`config.mk`:
```
export PLATFORM = sky130hd
export DESIGN_NAME = cpu_timer
export DESIGN_NICKNAME = d
export VERILOG_FILES = /design/src/rtl/tmr_pkg.sv /design/src/rtl/tmr_decode.sv /design/src/rtl/tmr_limit.sv /design/src/rtl/tmr_count.sv /design/src/rtl/cpu_timer.sv
export SDC_FILE = /design/constraint.sdc
export NUM_CORES = 1
export LEC_CHECK = 0
export BUFFER_PORTS_ARGS = -buffer_cell sky130_fd_sc_hd__buf_2
export CAP_MARGIN = 10
export CORE_ASPECT_RATIO = 0.75
export CORE_MARGIN = 8
export CORE_UTILIZATION = 61
export CTS_CLUSTER_DIAMETER = 40
export DETAILED_ROUTE_END_ITERATION = 10
export GPL_TIMING_DRIVEN = 0
export PLACE_DENSITY = 0.86
export SLEW_MARGIN = 20
export SYNTH_ARGS = -nofsm -noshare
export SYNTH_HDL_FRONTEND = slang
export SYNTH_HIERARCHICAL = 1
export SYNTH_SLANG_ARGS = --single-unit
```
`constraint.sdc`:
```
create_clock -name clk -period 6.3 [get_ports clk]
set_clock_uncertainty 0.1 [all_clocks]
set_input_delay 0.63 -clock clk [delete_from_list [all_inputs] [get_ports clk]]
set_output_delay 0.63 -clock clk [all_outputs]
set_load 0.005 [all_outputs]
```
`src/rtl/tmr_pkg.sv`:
```
package tmr_pkg;
   typedef enum logic [1:0] {
      WSEL_LIMIT = 2'd0,
      WSEL_LOWER = 2'd1,
      WSEL_SOFT  = 2'd2,
      WSEL_RUN   = 2'd3
   } wsel_e;

   typedef struct packed {
      logic proc_hard;
      logic proc_soft;
      logic usr_hi;
      logic usr_lo;
      logic run_wr;
   } wr_strobe_t;
endpackage

```
`src/rtl/tmr_decode.sv`:
```
module tmr_decode
   import tmr_pkg::*;
(
   input  logic       user_mode,
   input  logic       mode_edge,
   input  logic       wr_en,
   input  logic [1:0] addr,
   output wr_strobe_t stb
);
   wsel_e sel;

   always_comb begin
      sel = wsel_e'(addr);
      stb = '0;
      if (wr_en && !mode_edge) begin
         unique case (sel)
            WSEL_LIMIT: begin
               if (user_mode) stb.usr_hi    = 1'b1;
               else           stb.proc_hard = 1'b1;
            end
            WSEL_LOWER: stb.usr_lo    = user_mode;
            WSEL_SOFT:  stb.proc_soft = ~user_mode;
            WSEL_RUN:   stb.run_wr    = user_mode;
         endcase
      end
   end
endmodule

```
`src/rtl/tmr_limit.sv`:
```
module tmr_limit
   import tmr_pkg::*;
#(
   parameter int PROC_W   = 22,
   parameter int CNT_W    = 54,
   parameter int DATA_W   = 32,
   parameter int SHIFT    = 9,
   parameter bit ZERO_SUB = 1'b1
) (
   input  logic              clk,
   input  logic              rst_n,
   input  logic              user_mode,
   input  wr_strobe_t        stb,
   input  logic [DATA_W-1:0] wr_data,
   output logic [CNT_W-1:0]  limit,
   output logic              run,
   output logic              mode_edge,
   output logic              enter,
   output logic              clr
);
   localparam int LO_W = DATA_W - SHIFT;
   localparam int HI_W = CNT_W - LO_W;

   logic              mode_q;
   logic              leave;
   logic [PROC_W-1:0] proc_raw, proc_val;
   logic [CNT_W-1:0]  hi_raw, lo_raw, hi_val, lo_val;

   always_comb begin
      enter     = user_mode & ~mode_q;
      leave     = ~user_mode & mode_q;
      mode_edge = enter | leave;
      proc_raw  = wr_data[SHIFT +: PROC_W];
      hi_raw    = {wr_data[HI_W-1:0], limit[LO_W-1:0]};
      lo_raw    = {limit[CNT_W-1:LO_W], wr_data[DATA_W-1:SHIFT]};
      clr       = mode_edge | stb.proc_hard | stb.usr_hi | stb.usr_lo;
   end

   generate
      if (ZERO_SUB) begin : g_sub
         always_comb begin
            proc_val = (proc_raw == '0) ? '1 : proc_raw;
            hi_val   = (hi_raw   == '0) ? '1 : hi_raw;
            lo_val   = (lo_raw   == '0) ? '1 : lo_raw;
         end

         limit_nz_chk: assert property (@(posedge clk) disable iff (!rst_n)
            (limit != '0));
      end else begin : g_raw
         always_comb begin
            proc_val = proc_raw;
            hi_val   = hi_raw;
            lo_val   = lo_raw;
         end
      end
   endgenerate

   always_ff @(posedge clk) begin
      if (!rst_n) begin
         mode_q <= 1'b0;
         limit  <= '1;
         run    <= 1'b0;
      end else begin
         mode_q <= user_mode;
         if (enter) begin
            limit <= '1;
            run   <= 1'b1;
         end else begin
            if (stb.proc_hard || stb.proc_soft) limit[PROC_W-1:0] <= proc_val;
            else if (stb.usr_hi)                limit <= hi_val;
            else if (stb.usr_lo)                limit <= lo_val;
            if (stb.run_wr) run <= wr_data[0];
         end
      end
   end
endmodule

```
`src/rtl/tmr_count.sv`:
```
module tmr_count #(
   parameter int PROC_W = 22,
   parameter int CNT_W  = 54
) (
   input  logic             clk,
   input  logic             rst_n,
   input  logic             user_mode,
   input  logic             tick,
   input  logic             run,
   input  logic             clr,
   input  logic [CNT_W-1:0] limit,
   output logic [CNT_W-1:0] cnt,
   output logic             irq
);
   logic [PROC_W-1:0] p_nxt;
   logic [CNT_W-1:0]  u_nxt;
   logic              hit;
   logic              step;

   always_comb begin
      p_nxt = cnt[PROC_W-1:0] + 1'b1;
      u_nxt = cnt + 1'b1;
      hit   = user_mode ? (u_nxt == limit) : (p_nxt == limit[PROC_W-1:0]);
      step  = tick & (run | ~user_mode);
   end

   always_ff @(posedge clk) begin
      if (!rst_n) begin
         cnt <= '0;
         irq <= 1'b0;
      end else if (clr) begin
         cnt <= '0;
         irq <= 1'b0;
      end else if (step) begin
         if (hit) begin
            cnt <= '0;
            irq <= 1'b1;
         end else begin
            cnt <= user_mode ? u_nxt : CNT_W'(p_nxt);
         end
      end
   end


   stop_hold_chk: assert property (@(posedge clk) disable iff (!rst_n)
      (user_mode && !run && !clr) |=> (cnt == $past(cnt)));


   irq_src_chk: assert property (@(posedge clk) disable iff (!rst_n)
      $rose(irq) |-> $past(tick));
endmodule

```
`src/rtl/cpu_timer.sv`:
```
module cpu_timer
   import tmr_pkg::*;
#(
   parameter int PROC_W   = 22,
   parameter int CNT_W    = 54,
   parameter int DATA_W   = 32,
   parameter int SHIFT    = 9,
   parameter int ADDR_W   = 2,
   parameter bit ZERO_SUB = 1'b1
) (
   input  logic              clk,
   input  logic              rst_n,
   input  logic              user_mode,
   input  logic              tick,
   input  logic [ADDR_W-1:0] addr,
   input  logic              wr_en,
   input  logic [DATA_W-1:0] wr_data,
   output logic [DATA_W-1:0] rd_data,
   output logic              irq
);
   localparam int LO_W = DATA_W - SHIFT;
   localparam int HI_W = CNT_W - LO_W;

   generate
      if (ADDR_W != 2) begin : g_bad_addr
         $error("cpu_timer: ADDR_W must be 2");
      end
      if (PROC_W + SHIFT > DATA_W - 1) begin : g_bad_proc
         $error("cpu_timer: limit field does not fit below the top data bit");
      end
      if (HI_W < 1 || HI_W > DATA_W - 1) begin : g_bad_hi
         $error("cpu_timer: CNT_W does not split into two data words");
      end
      if (PROC_W > CNT_W) begin : g_bad_cnt
         $error("cpu_timer: PROC_W exceeds CNT_W");
      end
   endgenerate

   wr_strobe_t       stb;
   logic [CNT_W-1:0] limit, cnt;
   logic             run, mode_edge, enter, clr;

   tmr_decode u_dec (
      .user_mode (user_mode),
      .mode_edge (mode_edge),
      .wr_en     (wr_en),
      .addr      (addr),
      .stb       (stb)
   );

   tmr_limit #(
      .PROC_W(PROC_W), .CNT_W(CNT_W), .DATA_W(DATA_W),
      .SHIFT(SHIFT), .ZERO_SUB(ZERO_SUB)
   ) u_lim (
      .clk       (clk),
      .rst_n     (rst_n),
      .user_mode (user_mode),
      .stb       (stb),
      .wr_data   (wr_data),
      .limit     (limit),
      .run       (run),
      .mode_edge (mode_edge),
      .enter     (enter),
      .clr       (clr)
   );

   tmr_count #(.PROC_W(PROC_W), .CNT_W(CNT_W)) u_cnt (
      .clk       (clk),
      .rst_n     (rst_n),
      .user_mode (user_mode),
      .tick      (tick),
      .run       (run),
      .clr       (clr),
      .limit     (limit),
      .cnt       (cnt),
      .irq       (irq)
   );

   always_comb begin
      rd_data = '0;
      unique case (wsel_e'(addr))
         WSEL_LIMIT: rd_data = user_mode ? DATA_W'(cnt[CNT_W-1:LO_W])
                                         : DATA_W'(limit[PROC_W-1:0]) << SHIFT;
         WSEL_LOWER: rd_data = user_mode ? {cnt[LO_W-1:0], {SHIFT{1'b0}}}
                                         : DATA_W'(cnt[PROC_W-1:0]) << SHIFT;
         default:    rd_data = '0;
      endcase
   end


   hard_clr_chk: assert property (@(posedge clk) disable iff (!rst_n)
      (wr_en && addr == WSEL_LIMIT && !user_mode && !mode_edge) |=> (!irq && cnt == '0));


   enter_chk: assert property (@(posedge clk) disable iff (!rst_n)
      enter |=> (cnt == '0 && !irq && (&limit) && run));
endmodule

```
==> flow_metrics.tcl <==
set metrics [dict create \
    postCtsSetupBuffers 0 \
    top_layer_used "met5" \
    drive_gt1_frac 0.1620 \
    async_flop_share 0 \
    grt_pass1_wl_mm 50.07 \
    period_needed_ns 5.076 \
    die_area_um2 18190 \
    slew_headroom 0.2789 \
    clk_pin_slew_ns 0.08 \
    areaGrowthSynthToFinish_pct 10.40 \
    grt_overflow_total 0 \
    path_class "flop to flop" \
    met2_length_mm 13.40 \
    clock_sinks 111 \
    ys.flop_type "dfxtp_1" \
    cp_max_fo 10 \
    setup_viol_count_final 0 \
    hp-class "flop to flop" \
    cts-resized-gates 0 \
    drt-total-wl_mm 33.14 \
    nets 1227 \
    grt_start_max_net_pins 24 \
    wl_met1_mm 13.35 \
    clock_latency_ns 0.37 \
    rsz0062_at_grt "no" \
    synth_edf_count 0 \
    dpl.hpwl_mm 25.95 \
    timing.final.crit_share 0.8057 \
    start_util 0.6254 \
    clock.fmax_mhz 197.0 \
    syn_nets 1145 \
    std_cell_rows 37 \
    vias 9673 \
    ioPinCount 72 \
    cts_max_path_buffers 2 \
    cts_tree "done" \
    drt_iter0_markers 1535 \
    groute.usage.overall 0.3498 \
    diodes 0 \
    antenna_found_initial 1 \
    dieWidth_um 153.1 \
    cts_max_level 3 \
    avgRoutedWirePerCell_um 24.26 \
    cp-end-kind "flop" \
    ys_ff_latch 111 \
    cp_data_arrival_time_ns 5.26 \
    ant_nets 0 \
    die_y_um 118.8 \
    worst_pin_slew_ns 1.072 \
    fin_tns_setup_ns 0 \
    io_buffers 71 \
    finish.utilization 0.6904 \
    cts_hold_buf 0 \
    syn_inst 1104 \
    fin_ws_ns 1.224 \
    met3_wirelength_mm 5.234 \
    synth_area_leaders "dfxtp_1 26%, xnor2_1 5.5%, nor3_1 5.4%, nor2_1 4.8%, a211oi_1 4.2%" \
    p_leak_nw 3.112 \
    worstPathRequired_ns 6.49 \
    dr.pass1.iters 6 \
    core_um2 13750 \
    grt_pass1_vias 8628 \
    synth.cell_area_um2 8598 \
    drt-vias-per-instance 7.081 \
    worstSetupStartpointType "flop" \
    globalplace.congestion 1.033 \
    root_buffer "clkbuf_16" \
    power_density_nw_per_um2 159.6 \
    drc_errors 0 \
    ir_drop_mv 0.1421 \
    synth.largest_area_cell "dfxtp_1" \
    yosysWarnings 6 \
    yosysSeqAreaShare 0.2584 \
    hold_viol 0 \
    syn_area_per_cell_um2 7.788 \
    synth.distinct_cells 78 \
    slew_viol_final 0 \
    yosysTopAreaCellShare 0.2584 \
    drv_cap 0 \
    numCtsBuffers 9 \
    p_total_mw 1.515 \
    dp_slack_ns 1.638 \
    status "completed" \
]
==> through the flow <==
step	cells	instance area, um^2	hold WS, ns
floorplan	1104	8598	0.3567
global placement	1350	9173	0.3928
detailed placement	1350	9173	0.4005
CTS	1366	9493	0.4121
global route	1366	9493	0.4511
finish	1366	9493	0.4243
==> cell type report <==
class | count | area [um^2]
Multi-Input combinational cell | 897 | 5923
Fill cell | 1185 | 4257
Sequential cell | 111 | 2222
Buffer | 85 | 411.6
Timing Repair Buffer | 71 | 355.3
Clock buffer | 9 | 225.2
Tap cell | 175 | 219.0
Clock inverter | 7 | 95.09
Inverter | 11 | 41.29
==> per-layer routing <==
metal,vias up,GRT usage
li1,4286,-
met1,4471,0.4817
met2,818,0.5017
met3,96,0.1185
met4,2,0.1153
met5,-,0
==> layout by cell type (no fill, tap or decap), drive strengths merged, types with 45 or more instances in the layout <==
master / synthesis / layout
a211oi: 56 / 56
buf: 34 / 105
clkbuf: 51 / 60
dfxtp: 111 / 111
nand2: 65 / 65
nand4: 45 / 45
nor2: 109 / 109
nor3: 96 / 96
xnor2: 54 / 54
==> worst max-delay path, cell delays in order (launching register included) <==
cell and delay, ns:
dfxtp_1 0.50, ha_1 0.30, nand3_1 0.21, clkbuf_1 0.32, nor4_1 0.94, nand4_1 0.44
nor3_1 0.39, nor3_1 0.08, a31oi_1 0.26, and4b_1 0.31, a211oi_4 0.44, buf_2 0.38
a21oi_1 0.13, mux2i_1 0.19
==> kinds of logic (layout without fill, tap and decap cells) <==
group | Yosys count | count (layout) | synth area share
flops | 111 | 111 | 0.2584
buf+inv | 96 | 183 | 0.05268
compound gates | 215 | 215 | 0.1972
mux | 36 | 36 | 0.04220
simple gates | 552 | 552 | 0.3511
xor+xnor | 92 | 92 | 0.09546
fa+ha+maj | 2 | 2 | 0.002910
==> synth_stat cells (6+ instances only) <==
library cell	count
dfxtp_1	111
nor2_1	109
nor3_1	93
nand2_1	63
xnor2_1	54
clkbuf_1	51
a211oi_1	48
nand3_1	43
nand4_1	43
nor4_1	40
xor2_1	37
mux2i_1	34
nor2b_1	31
a22oi_1	29
and3_1	27
or2_2	25
buf_2	24
o211ai_1	24
a31oi_1	21
and2_1	18
o31ai_2	14
a21oi_1	12
o21ai_0	12
inv_1	10
o31ai_1	10
or4_1	9
nand2b_1	8
a211oi_2	7
o21a_1	6
==> power breakdown <==
group / internal, mW / total [mW] / switching [mW]
combinational: 0.0631 / 0.181 / 0.117
clock: 0.291 / 0.616 / 0.325
sequential: 0.707 / 0.719 / 0.0116
total: 1.06 / 1.51 / 0.454
==> state kept, by name (all words and copies together), names as in the netlist <==
| register | cells |
|---|---|
| u_cnt/cnt | 54 |
| u_lim/limit | 54 |
| u_cnt/irq | 1 |
| u_lim/mode_q | 1 |
| u_lim/run | 1 |
==> path summary, 6_finish.rpt <==
path	startpoint	endpoint	slack (ns)	cells past startpoint
worst max register to register	u_cnt/cnt[0]	u_cnt/cnt[37]	1.22	13
worst max-delay path	u_cnt/cnt[0]	u_cnt/cnt[37]	1.22	13
worst min-delay path	u_cnt/irq	u_cnt/irq	0.42	2
worst min register to register	u_cnt/irq	u_cnt/irq	0.42	2
No activity file was read; power rests on OpenSTA's default activity.
